[src/rtl/sc_pkg.sv]
package sc_pkg;
  localparam int FRAME_BITS = 10;

  typedef enum logic [1:0] {TX_IDLE, TX_SEND, TX_GUARD} tx_state_t;
  typedef enum logic [1:0] {RX_IDLE, RX_BITS} rx_state_t;

  function automatic logic parity_of(input logic [7:0] d, input logic odd);
    return (^d) ^ odd;
  endfunction
endpackage

[src/rtl/sc_etu_count.sv]
module sc_etu_count #(
  parameter int ETU = 8,
  localparam int EW = $clog2(ETU)
) (
  input  logic          clk,
  input  logic          rst_n,
  input  logic          restart,
  input  logic [EW-1:0] start_val,
  input  logic          run,
  output logic [EW-1:0] ecnt,
  output logic [3:0]    bidx
);
  localparam logic [EW-1:0] LAST = EW'(ETU - 1);

  always_ff @(posedge clk or negedge rst_n) begin
    if (!rst_n) begin
      ecnt <= '0;
      bidx <= '0;
    end else if (restart) begin
      ecnt <= start_val;
      bidx <= '0;
    end else if (run) begin
      if (ecnt == LAST) begin
        ecnt <= '0;
        bidx <= bidx + 4'd1;
      end else begin
        ecnt <= ecnt + EW'(1);
      end
    end
  end
endmodule

[src/rtl/sc_tx_engine.sv]
module sc_tx_engine
  import sc_pkg::*;
#(
  parameter int ETU       = 8,
  parameter int RETRY_MAX = 3
) (
  input  logic       clk,
  input  logic       rst_n,
  input  logic       odd_parity,
  input  logic       allow,
  input  logic [7:0] tx_data,
  input  logic       tx_valid,
  output logic       tx_ready,
  input  logic       line_in,
  output logic       drive_low,
  output logic       busy,
  output logic       err_seen,
  output logic       tx_fail
);
  localparam int EW = $clog2(ETU);
  localparam int RW = $clog2(RETRY_MAX + 2);
  localparam logic [EW-1:0] LAST = EW'(ETU - 1);

  tx_state_t               st;
  logic [FRAME_BITS-1:0]   frame_q, shreg, new_frame;
  logic [RW-1:0]           retries;
  logic                    err_q;
  logic [EW-1:0]           ecnt;
  logic [3:0]              bidx;
  logic                    accept, unit_end, sample_pt, decide_pt, retry_go;

  assign tx_ready  = (st == TX_IDLE) && allow;
  assign busy      = (st != TX_IDLE);
  assign accept    = tx_valid && tx_ready;
  assign unit_end  = (ecnt == LAST);
  assign sample_pt = (st == TX_GUARD) && (bidx == 4'd11) && (ecnt == '0);
  assign decide_pt = (st == TX_GUARD) && (bidx == 4'd12) && unit_end;
  assign retry_go  = decide_pt && err_q && (retries != RW'(RETRY_MAX));
  assign new_frame = {parity_of(tx_data, odd_parity), tx_data, 1'b0};
  assign drive_low = (st == TX_SEND) && !shreg[0];

  sc_etu_count #(.ETU(ETU)) u_cnt (
    .clk(clk), .rst_n(rst_n), .restart(accept || retry_go),
    .start_val('0), .run(busy), .ecnt(ecnt), .bidx(bidx)
  );

  always_ff @(posedge clk or negedge rst_n) begin
    if (!rst_n) begin
      st       <= TX_IDLE;
      frame_q  <= '1;
      shreg    <= '1;
      retries  <= '0;
      err_q    <= 1'b0;
      err_seen <= 1'b0;
      tx_fail  <= 1'b0;
    end else begin
      err_seen <= 1'b0;
      tx_fail  <= 1'b0;
      case (st)
        TX_IDLE: if (accept) begin
          frame_q <= new_frame;
          shreg   <= new_frame;
          retries <= '0;
          err_q   <= 1'b0;
          st      <= TX_SEND;
        end
        TX_SEND: if (unit_end) begin
          shreg <= {1'b1, shreg[FRAME_BITS-1:1]};
          if (bidx == 4'd9) st <= TX_GUARD;
        end
        TX_GUARD: begin
          if (sample_pt) begin
            err_q    <= !line_in;
            err_seen <= !line_in;
          end
          if (retry_go) begin
            retries <= retries + RW'(1);
            shreg   <= frame_q;
            err_q   <= 1'b0;
            st      <= TX_SEND;
          end else if (decide_pt) begin
            tx_fail <= err_q;
            st      <= TX_IDLE;
          end
        end
        default: st <= TX_IDLE;
      endcase
    end
  end

  a_r1_accept_goes_busy: assert property (@(posedge clk) disable iff (!rst_n)
    accept |=> busy && !tx_ready);
  a_r3_err_inside_guard: assert property (@(posedge clk) disable iff (!rst_n)
    err_seen |-> st == TX_GUARD);
  a_r5_fail_returns_idle: assert property (@(posedge clk) disable iff (!rst_n)
    tx_fail |-> !busy && !drive_low);
endmodule

[src/rtl/sc_rx_engine.sv]
module sc_rx_engine
  import sc_pkg::*;
#(
  parameter int ETU = 8
) (
  input  logic       clk,
  input  logic       rst_n,
  input  logic       odd_parity,
  input  logic       enable,
  input  logic       line_in,
  output logic [7:0] rx_data,
  output logic       rx_valid,
  input  logic       rx_ready,
  output logic       parity_err,
  output logic       drive_low,
  output logic       busy
);
  localparam int EW = $clog2(ETU);
  localparam logic [EW-1:0] LAST = EW'(ETU - 1);
  localparam logic [EW-1:0] MID  = EW'(ETU / 2);

  rx_state_t   st;
  logic [7:0]  shreg;
  logic        bad_q;
  logic [EW-1:0] ecnt;
  logic [3:0]  bidx;
  logic        start_det, mid_pt, frame_end;

  assign busy      = (st == RX_BITS);
  assign start_det = (st == RX_IDLE) && enable && !line_in;
  assign mid_pt    = busy && (ecnt == MID);
  assign frame_end = busy && unit_is_last();
  assign drive_low = busy && bad_q &&
                     (((bidx == 4'd10) && (ecnt >= MID)) || (bidx == 4'd11));

  function automatic logic unit_is_last();
    return (ecnt == LAST) && (bad_q ? (bidx == 4'd12) : (bidx == 4'd10));
  endfunction

  sc_etu_count #(.ETU(ETU)) u_cnt (
    .clk(clk), .rst_n(rst_n), .restart(start_det),
    .start_val(EW'(1)), .run(busy), .ecnt(ecnt), .bidx(bidx)
  );

  always_ff @(posedge clk or negedge rst_n) begin
    if (!rst_n) begin
      st         <= RX_IDLE;
      shreg      <= '0;
      bad_q      <= 1'b0;
      rx_data    <= '0;
      rx_valid   <= 1'b0;
      parity_err <= 1'b0;
    end else begin
      parity_err <= 1'b0;
      if (rx_valid && rx_ready) rx_valid <= 1'b0;
      if (start_det) begin
        st    <= RX_BITS;
        bad_q <= 1'b0;
      end else if (busy) begin
        if (mid_pt && (bidx >= 4'd1) && (bidx <= 4'd8))
          shreg <= {line_in, shreg[7:1]};
        if (mid_pt && (bidx == 4'd9)) begin
          if (line_in != parity_of(shreg, odd_parity)) begin
            bad_q      <= 1'b1;
            parity_err <= 1'b1;
          end else if (!rx_valid) begin
            rx_valid <= 1'b1;
            rx_data  <= shreg;
          end
        end
        if (frame_end) st <= RX_IDLE;
      end
    end
  end

  a_r8_hold_until_taken: assert property (@(posedge clk) disable iff (!rst_n)
    rx_valid && !rx_ready |=> rx_valid && $stable(rx_data));
  a_r7_bad_not_delivered: assert property (@(posedge clk) disable iff (!rst_n)
    parity_err |-> !$rose(rx_valid));
  a_r7_pulse_only_after_error: assert property (@(posedge clk) disable iff (!rst_n)
    $rose(drive_low) |-> busy && !parity_err);
endmodule

[src/rtl/sc_char_xcvr.sv]
module sc_char_xcvr #(
  parameter int ETU_CYCLES = 8,
  parameter int RETRY_MAX  = 3
) (
  input  logic       clk,
  input  logic       rst_n,
  input  logic       odd_parity,
  input  logic [7:0] tx_data,
  input  logic       tx_valid,
  output logic       tx_ready,
  output logic [7:0] rx_data,
  output logic       rx_valid,
  input  logic       rx_ready,
  input  logic       line_in,
  output logic       line_drive_low,
  output logic       err_seen,
  output logic       parity_err,
  output logic       tx_fail
);
  logic tx_busy, rx_busy, tx_drive, rx_drive;

  sc_tx_engine #(.ETU(ETU_CYCLES), .RETRY_MAX(RETRY_MAX)) u_tx (
    .clk(clk), .rst_n(rst_n), .odd_parity(odd_parity), .allow(!rx_busy),
    .tx_data(tx_data), .tx_valid(tx_valid), .tx_ready(tx_ready),
    .line_in(line_in), .drive_low(tx_drive), .busy(tx_busy),
    .err_seen(err_seen), .tx_fail(tx_fail)
  );

  sc_rx_engine #(.ETU(ETU_CYCLES)) u_rx (
    .clk(clk), .rst_n(rst_n), .odd_parity(odd_parity), .enable(!tx_busy),
    .line_in(line_in), .rx_data(rx_data), .rx_valid(rx_valid),
    .rx_ready(rx_ready), .parity_err(parity_err), .drive_low(rx_drive),
    .busy(rx_busy)
  );

  assign line_drive_low = tx_drive || rx_drive;

  a_r9_single_direction: assert property (@(posedge clk) disable iff (!rst_n)
    !(tx_busy && rx_busy));
  a_r9_no_offer_while_busy: assert property (@(posedge clk) disable iff (!rst_n)
    (tx_busy || rx_busy) |-> !tx_ready);
endmodule

[config.mk]
export PLATFORM = sky130hd
export DESIGN_NAME = sc_char_xcvr
export DESIGN_NICKNAME = d
export VERILOG_FILES = /design/src/rtl/sc_pkg.sv /design/src/rtl/sc_etu_count.sv /design/src/rtl/sc_tx_engine.sv /design/src/rtl/sc_rx_engine.sv /design/src/rtl/sc_char_xcvr.sv
export SDC_FILE = /design/constraint.sdc
export NUM_CORES = 1
export LEC_CHECK = 0
export BUFFER_PORTS_ARGS = -buffer_cell sky130_fd_sc_hd__buf_2
export CAP_MARGIN = 10
export CELL_PAD_IN_SITES_DETAIL_PLACEMENT = 0
export CELL_PAD_IN_SITES_GLOBAL_PLACEMENT = 1
export CORE_ASPECT_RATIO = 1.1
export CORE_MARGIN = 3
export CORE_UTILIZATION = 47
export CTS_CLUSTER_DIAMETER = 50
export DETAILED_ROUTE_END_ITERATION = 8
export PLACE_DENSITY_LB_ADDON = 0.05
export SLEW_MARGIN = 30
export SYNTH_ARGS = -nofsm -noshare
export SYNTH_HDL_FRONTEND = slang
export SYNTH_SLANG_ARGS = --single-unit
[constraint.sdc]
create_clock -name clk -period 2.3 [get_ports clk]
set_input_delay 0.115 -clock clk [delete_from_list [all_inputs] [get_ports clk]]
set_output_delay 0.115 -clock clk [all_outputs]
set_load 0.01 [all_outputs]
# Word-level counts from Yosys, hierarchy flattened
# Index checks and enable logic that the tools add are counted.
dict set report word_totals {
  input_bits 14
  word_cells 157
  memories 0
  latchBits 0
  romBits 0
  mem_bits_rw 0
  out_inout_bits 14
  ff_bits 63
}
dict set report op_classes {
  n_bitwise 5
  mul 0
  div_mod_pow 0
  n_lt_le_gt_ge 3
  eq_ne 21
  n_addsub 5
  reduce_logical 54
  shift 0
  n_mux 52
}
# operator count
set op_table {}
lappend op_table {{2-to-1 mux 10 bit} 3}
lappend op_table {{case mux 10 bit (3 select lines)} 1}
lappend op_table {{equality test 4 bit (second input constant)} 7}
lappend op_table {{2-to-1 mux 3 bit} 8}
lappend op_table {{2-to-1 mux 4 bit} 6}
lappend op_table {{2-to-1 mux 1 bit} 23}
lappend op_table {{logical AND 1 bit} 21}
lappend op_table {{nonzero test 2 bit} 9}
lappend op_table {{2-to-1 mux 2 bit} 8}
lappend op_table {{XOR reduction 8 bit} 2}
lappend op_table {{AND reduction 3 bit} 4}
lappend op_table {{adder 3 x 1 -> 3 bit (second input constant)} 3}
lappend op_table {{equality test 3 bit (second input constant)} 3}
lappend op_table {{adder 4 x 1 -> 4 bit (second input constant)} 2}
lappend op_table {{AND reduction 2 bit} 4}
lappend op_table {{AND reduction 4 bit} 2}
lappend op_table {{!= test 2 x 1 -> 1 bit (second input constant)} 3}
lappend op_table {{!= test 3 x 1 -> 1 bit (second input constant)} 2}
lappend op_table {{case mux 2 bit (3 select lines)} 1}
lappend op_table {{case mux 3 bit (2 select lines)} 1}
lappend op_table {{AND reduction 5 bit} 1}
lappend op_table {{equality test 2 x 1 -> 1 bit (second input constant)} 2}
lappend op_table {{greater-or-equal comparator 4 x 1 -> 1 bit (second input constant)} 1}
lappend op_table {{<= comparator 4 bit (second input constant)} 1}
lappend op_table {{other kinds (13)} 22}

# Logic depth before layout (Yosys ltp)
dict set report logic_depth {
  depth_word 8
  mapped_depth 9
}

# Hierarchy
# From an unflattened synthesis, not the netlist that was laid out.
dict set report hier_totals {
  cells_unflattened 287
  area_unflattened_um2 3263.1
}
# mod cells_each area_per_inst_um2 instances
set modules_own_cells {}
lappend modules_own_cells {sc_tx_engine 143 1595.3 1}
lappend modules_own_cells {sc_rx_engine 71 925.9 1}
lappend modules_own_cells {sc_etu_count 35 364.1 2}
lappend modules_own_cells {sc_char_xcvr 3 13.8 1}

# Least setup slack after synthesis
# No wires, ideal clock.
dict set report synth_timing {
  kind {register to register}
  start {register u_tx.st[0]}
  end {register u_tx.shreg[8]}
  setup_time_ns 0.090
  synth_period_minus_slack_ns 1.775
  t_arrival_ns 1.684
  stages_incl_launch_ff 10
  slack_ns 0.525
  n_path_buf 2
  required_ns 2.210
  path_cell_list {dfrtp_1 -> inv_1 -> ha_1 -> clkbuf_1 -> nand2_1 -> o31ai_1 -> nand2_1 -> clkbuf_1 -> nand2_1 -> o21ai_0}
}
dict set report synth_via {
  elab_chain_len 7
  word_cells_on_any_way 15
  classes_between {eq/ne: 5; mux: 1; reduce/logical: 9}
}
# element line_no
set synth_lines {}
lappend synth_lines {{from (decl)} sc_tx_engine.sv:24} ;# tx_state_t st;
lappend synth_lines {{from (signal assigned)} sc_tx_engine.sv:49} ;# st <= TX_IDLE;
lappend synth_lines {{from (signal assigned)} sc_tx_engine.sv:65} ;# st <= TX_SEND;
lappend synth_lines {{from (signal assigned)} sc_tx_engine.sv:69} ;# if (bidx == 4'd9) st <= TX_GUARD;
lappend synth_lines {{equality test 2 bit} {sc_tx_engine.sv:37, sc_tx_engine.sv:59}}
lappend synth_lines {{logical AND 1 bit (2 in series)} sc_tx_engine.sv:37} ;# assign decide_pt = (st == TX_GUARD) && (bidx == 4'd12) && unit_end;
lappend synth_lines {{logical AND 1 bit (2 in series)} sc_tx_engine.sv:38} ;# assign retry_go = decide_pt && err_q && (retries != RW'(RETRY_MAX));
lappend synth_lines {{!= test 2 x 1 -> 1 bit (no line)} --}
lappend synth_lines {{AND reduction 4 bit (no line)} --}
lappend synth_lines {{to (signal assigned)} sc_tx_engine.sv:62} ;# shreg <= new_frame;
lappend synth_lines {{to (signal assigned)} sc_tx_engine.sv:68} ;# shreg <= {1'b1, shreg[FRAME_BITS-1:1]};
lappend synth_lines {{to (signal assigned)} sc_tx_engine.sv:78} ;# shreg <= frame_q;
lappend synth_lines {{to (decl)} sc_tx_engine.sv:25} ;# logic [FRAME_BITS-1:0] frame_q, shreg, new_frame;
# Parallel ways exist; a longest one is shown, timed or not.
# A chain may end at the register's enable or synchronous reset.

# Worst setup path after layout
dict set report layout_timing {
  start {register u_tx.u_cnt.ecnt[0]}
  end {register u_tx.u_cnt.ecnt[0]}
}
dict set report layout_via {
  elab_chain_len 6
  word_cells_on_any_way 10
  classes_between {add/sub: 1; eq/ne: 1; mux: 3; reduce/logical: 5}
}
# element line_no
set layout_lines {}
lappend layout_lines {{from (decl)} sc_etu_count.sv:10} ;# output logic [EW-1:0] ecnt,
lappend layout_lines {{from (signal assigned)} sc_etu_count.sv:20} ;# ecnt <= start_val;
lappend layout_lines {{from (signal assigned)} sc_etu_count.sv:27} ;# ecnt <= ecnt + EW'(1);
lappend layout_lines {{parallel branches: the longest is 6 deep, another holds adder 3 x 1 -> 3 bit} --}
# Parallel ways; which one is timed is not known. The select of a mux whose other input is x is not followed.

==> summary.txt <==
Outcome
  • Status: finished clean

Clock tree
  • Number of setup buffers added after CTS: 0
  • Clock sinks: 62
  • Resize count post-CTS: 0
  • TritonCTS Buffers: 9
  • Clk_lat worst skew: 330 ps
  • Number of buffers on the longest clock path: 2
  • Worst-path clk slew: 70 ps
  • Hold buffer count at CTS: 2
  • CTS tree: yes
  • H-Tree Depth: 3
  • CTS root buf: clkbuf_8

Worst setup path
  • CP max stage cell: o31ai_1
  • Critical Path End: u_tx.u_cnt.ecnt[0]
  • Peak per-stage delay on the critical path: 800 ps
  • CP Cell Sequence: ha_1 > ha_1 > nand4_1 > o31ai_1 > nor2_1
  • RR Endpoint: u_tx.u_cnt.ecnt[0]
  • Most frequent CP cell: ha_1
  • Startpoint Class: flip-flop
  • Arrival @ worst endpoint: 2240 ps
  • Crit path from: u_tx.u_cnt.ecnt[0]
  • Worst Path Required: 2480 ps
  • Crit path max fanout: 7
  • Worst-case reg-to-reg path depth: 5
  • R2R Setup Slk: 240 ps
  • CP endpoint kind: flip-flop
  • Kind of critical path: flip-flop to flip-flop
  • Reg2Reg Launch Point: u_tx.u_cnt.ecnt[0]

Final layout
  • Fillers: between 500 and 600
  • Post-Route Utilization: roughly 58%
  • Fin area: 3700 um^2
  • Total inserted antenna cells: 0
  • Share of layout cells above drive strength 1: around 29%
  • Syn-to-layout area delta: 15.8%
  • # nets final: 363
  • Final cell count without fillers: 414

Global routing
  • Total GRT Usage: 16.8%
  • Initial antenna violation count: 0
  • First-pass GRT wire length: 10,500 um
  • Vias in the first global route: about 2.1k
  • Total grt overflow: 0
  • Largest net degree at the start of global routing: 37

Placed design
  • Placer Congestion: 0.752
  • Dpl ws: approximately 250 ps
  • Placed cells: about 400
  • Port bufs: 27
  • Post-DP HPWL: approximately 4200 um
  • Post-DP Area: approximately 3500 um^2

Timing
  • Fin crit period: 2060 ps
  • Fmax: a little under 0.5 GHz
  • Period utilisation layout: 89.6%
  • Setup TNS: 0 ps
  • Fin worst setup slack: 240 ps
  • RSZ-0062 raised after global routing: no
  • Hold WS: just under 50 ps
  • Max Slew Vio Count: 0
  • Final setup vio count: 0
  • Worst slew pin tran: 858 ps
  • Final hold vios: 0
  • Worst Skew: 7.66 ps
  • Max_slew headroom: 42.3%

Drt
  • Via Count: 2,134
  • DR pass1 iterations: 4
  • Routed Antenna Nets: 0
  • Via/cell ratio: around 5.2
  • DRT iter0 DRCs: 79
  • Routed WL: between 6000 and 7000 um
  • DRC: 0
  • Wirelength per Cell: 14.8 um

Yosys
  • Cell count after synthesis: 295
  • Cell variety after synth: 38
  • Area fraction of the dominant cell type after synthesis: 32.9%
  • Yosys warning total: 0
  • Synth Register Bits: 62
  • Synth Net Count: approximately 330
  • Average cell area after synthesis: 10.8 um^2
  • Post-Syn Area: 3200 um^2
  • Cell taking the most area after synthesis: dfrtp_1
  • Post-synthesis sequential area ratio: between 40% and 50%
  • Most area-consuming cells after synthesis: dfrtp_1 (33%), dfstp_2 (16%), mux2_2 (8.8%), ha_1 (7.8%), o21ai_0 (5.0%)

Pwr
  • Design Power: ~2.4 mW
  • Power per cell area: 637 nW/um^2
  • Leak: 1.74 nW
  • Worst vdd ir: 515 uV

Floorplanning
  • Die W: 84.7 um
  • Initial Utilization: around 50%
  • Total die area: about 7800 um^2
  • Die Y: 92.5 um
  • IO Count: 28
  • Core area: roughly 6400 um^2
  • Rows: 30

Min path
  • Hold Path Stages: 2
  • HP Class: primary input to flip-flop

Run
  • Max-Cap Viols: 0
worst max-delay path, delay by kind of cell (launching register included):
family	cells	cell delay, ps
AOI/OAI and AO/OA	1	800
adders and majority gates	2	360
DFF	1	390
and+or+nand+nor	2	350
cells in the final DEF, fill, tap and decap left out, types with 2 or more instances in the layout:
master / Yosys / layout
dfstp_2: 20 / 20
o21a_1: 3 / 3
a22oi_1: 8 / 8
bufinv_16: 0 / 2
nor3_1: 2 / 2
xnor2_1: 13 / 13
nor2b_1: 4 / 4
a22o_1: 4 / 4
dlygate4sd3_1: 0 / 2
ha_1: 20 / 20
clkbuf_8: 0 / 12
nand4_1: 3 / 3
o21ai_0: 32 / 32
mux2_2: 25 / 25
dfrtp_1: 42 / 42
buf_4: 0 / 6
nor2_1: 13 / 13
nand3_1: 5 / 5
nor3b_1: 2 / 2
xor2_1: 4 / 4
nand2b_1: 2 / 2
nand2_1: 36 / 36
buf_2: 0 / 27
a21oi_1: 7 / 7
inv_1: 15 / 15
mux2i_1: 3 / 3
o31ai_1: 3 / 3
nand4b_1: 2 / 2
power breakdown:
| group | switching [mW] | leakage [nW] | internal [mW] |
|---|---|---|---|
| combinational | 0.0681 | 0.870 | 0.0706 |
| sequential | 0.00766 | 0.749 | 1.10 |
| clock | 0.417 | 0.120 | 0.698 |
area by class of cell:
type,instances,area [um^2],area share (%)
sequential,62,1580,42.6
multi-input combinational,205,1520,41.0
timing repair buffer,36,220,5.94
clock buffer,13,169,4.56
tap,80,100,2.70
clock inverter,3,65.1,1.76
inverter,15,56.3,1.52
synth_stat cells, drive strengths merged:
cell type,count
a22o,4
o22ai,1
inv,15
nor3b,2
a221oi,1
a22oi,8
mux2,25
o31ai,3
and3,1
a21oi,7
a31oi,1
nand4,3
nor4b,1
o21a,3
nand4bb,1
clkbuf,13
o21bai,1
a32o,1
xor2,4
nand4b,2
ha,20
nor2,13
xnor3,2
nand3,5
nand2b,2
nor2b,4
dfstp,20
nor3,2
mux2i,3
nand2,37
xnor2,14
nand3b,1
dfrtp,42
and2,1
o21ai,32
worst min path at each step:
stage,from,to,slack (ps)
2_1_floorplan,rst_n,u_rx.bad_q,-180
3_5_place_dp,rst_n,u_tx.u_cnt.bidx[1],170
4_1_cts,tx_data[1],u_tx.frame_q[2],40
6_report,tx_data[1],u_tx.frame_q[2],50
5_1_grt,line_in,u_tx.err_seen,50
3_3_place_gp,rst_n,u_tx.u_cnt.bidx[0],170
state kept, by name (all words and copies together) (netlist names):
register / count
u_tx.frame_q: 10
u_tx.shreg: 10
u_rx.rx_data: 8
u_rx.shreg: 8
u_rx.u_cnt.bidx: 4
u_tx.u_cnt.bidx: 4
u_rx.u_cnt.ecnt: 3
u_tx.retries: 3
u_tx.u_cnt.ecnt: 3
u_tx.st: 2
u_rx.bad_q: 1
u_rx.parity_err: 1
u_rx.rx_valid: 1
u_rx.st: 1
u_tx.err_q: 1
u_tx.err_seen: 1
u_tx.tx_fail: 1
kinds of logic after synthesis:
family                     count (synthesis)  share of synthesized area, %
muxes                                     28                          9.74
AOI/OAI and AO/OA                         62                          11.7
adders and majority gates                 20                          7.82
xor gates and xnor gates                  20                          6.96
and+or+nand+nor                           75                          11.2
DFF                                       62                          49.3
buffers and inverters                     28                          3.29
metal layers:
| metal | vias up | track usage, % | routed length (um) |
|---|---|---|---|
| li1 | 1091 | - | - |
| met1 | 1005 | 23.7 | 3000 |
| met2 | 33 | 25.5 | 2820 |
| met3 | 5 | 4.36 | 231 |
| met4 | 0 | 5.15 | 56 |
| met5 | - | 0 | 0 |
Power figures use the tool's default switching activity.
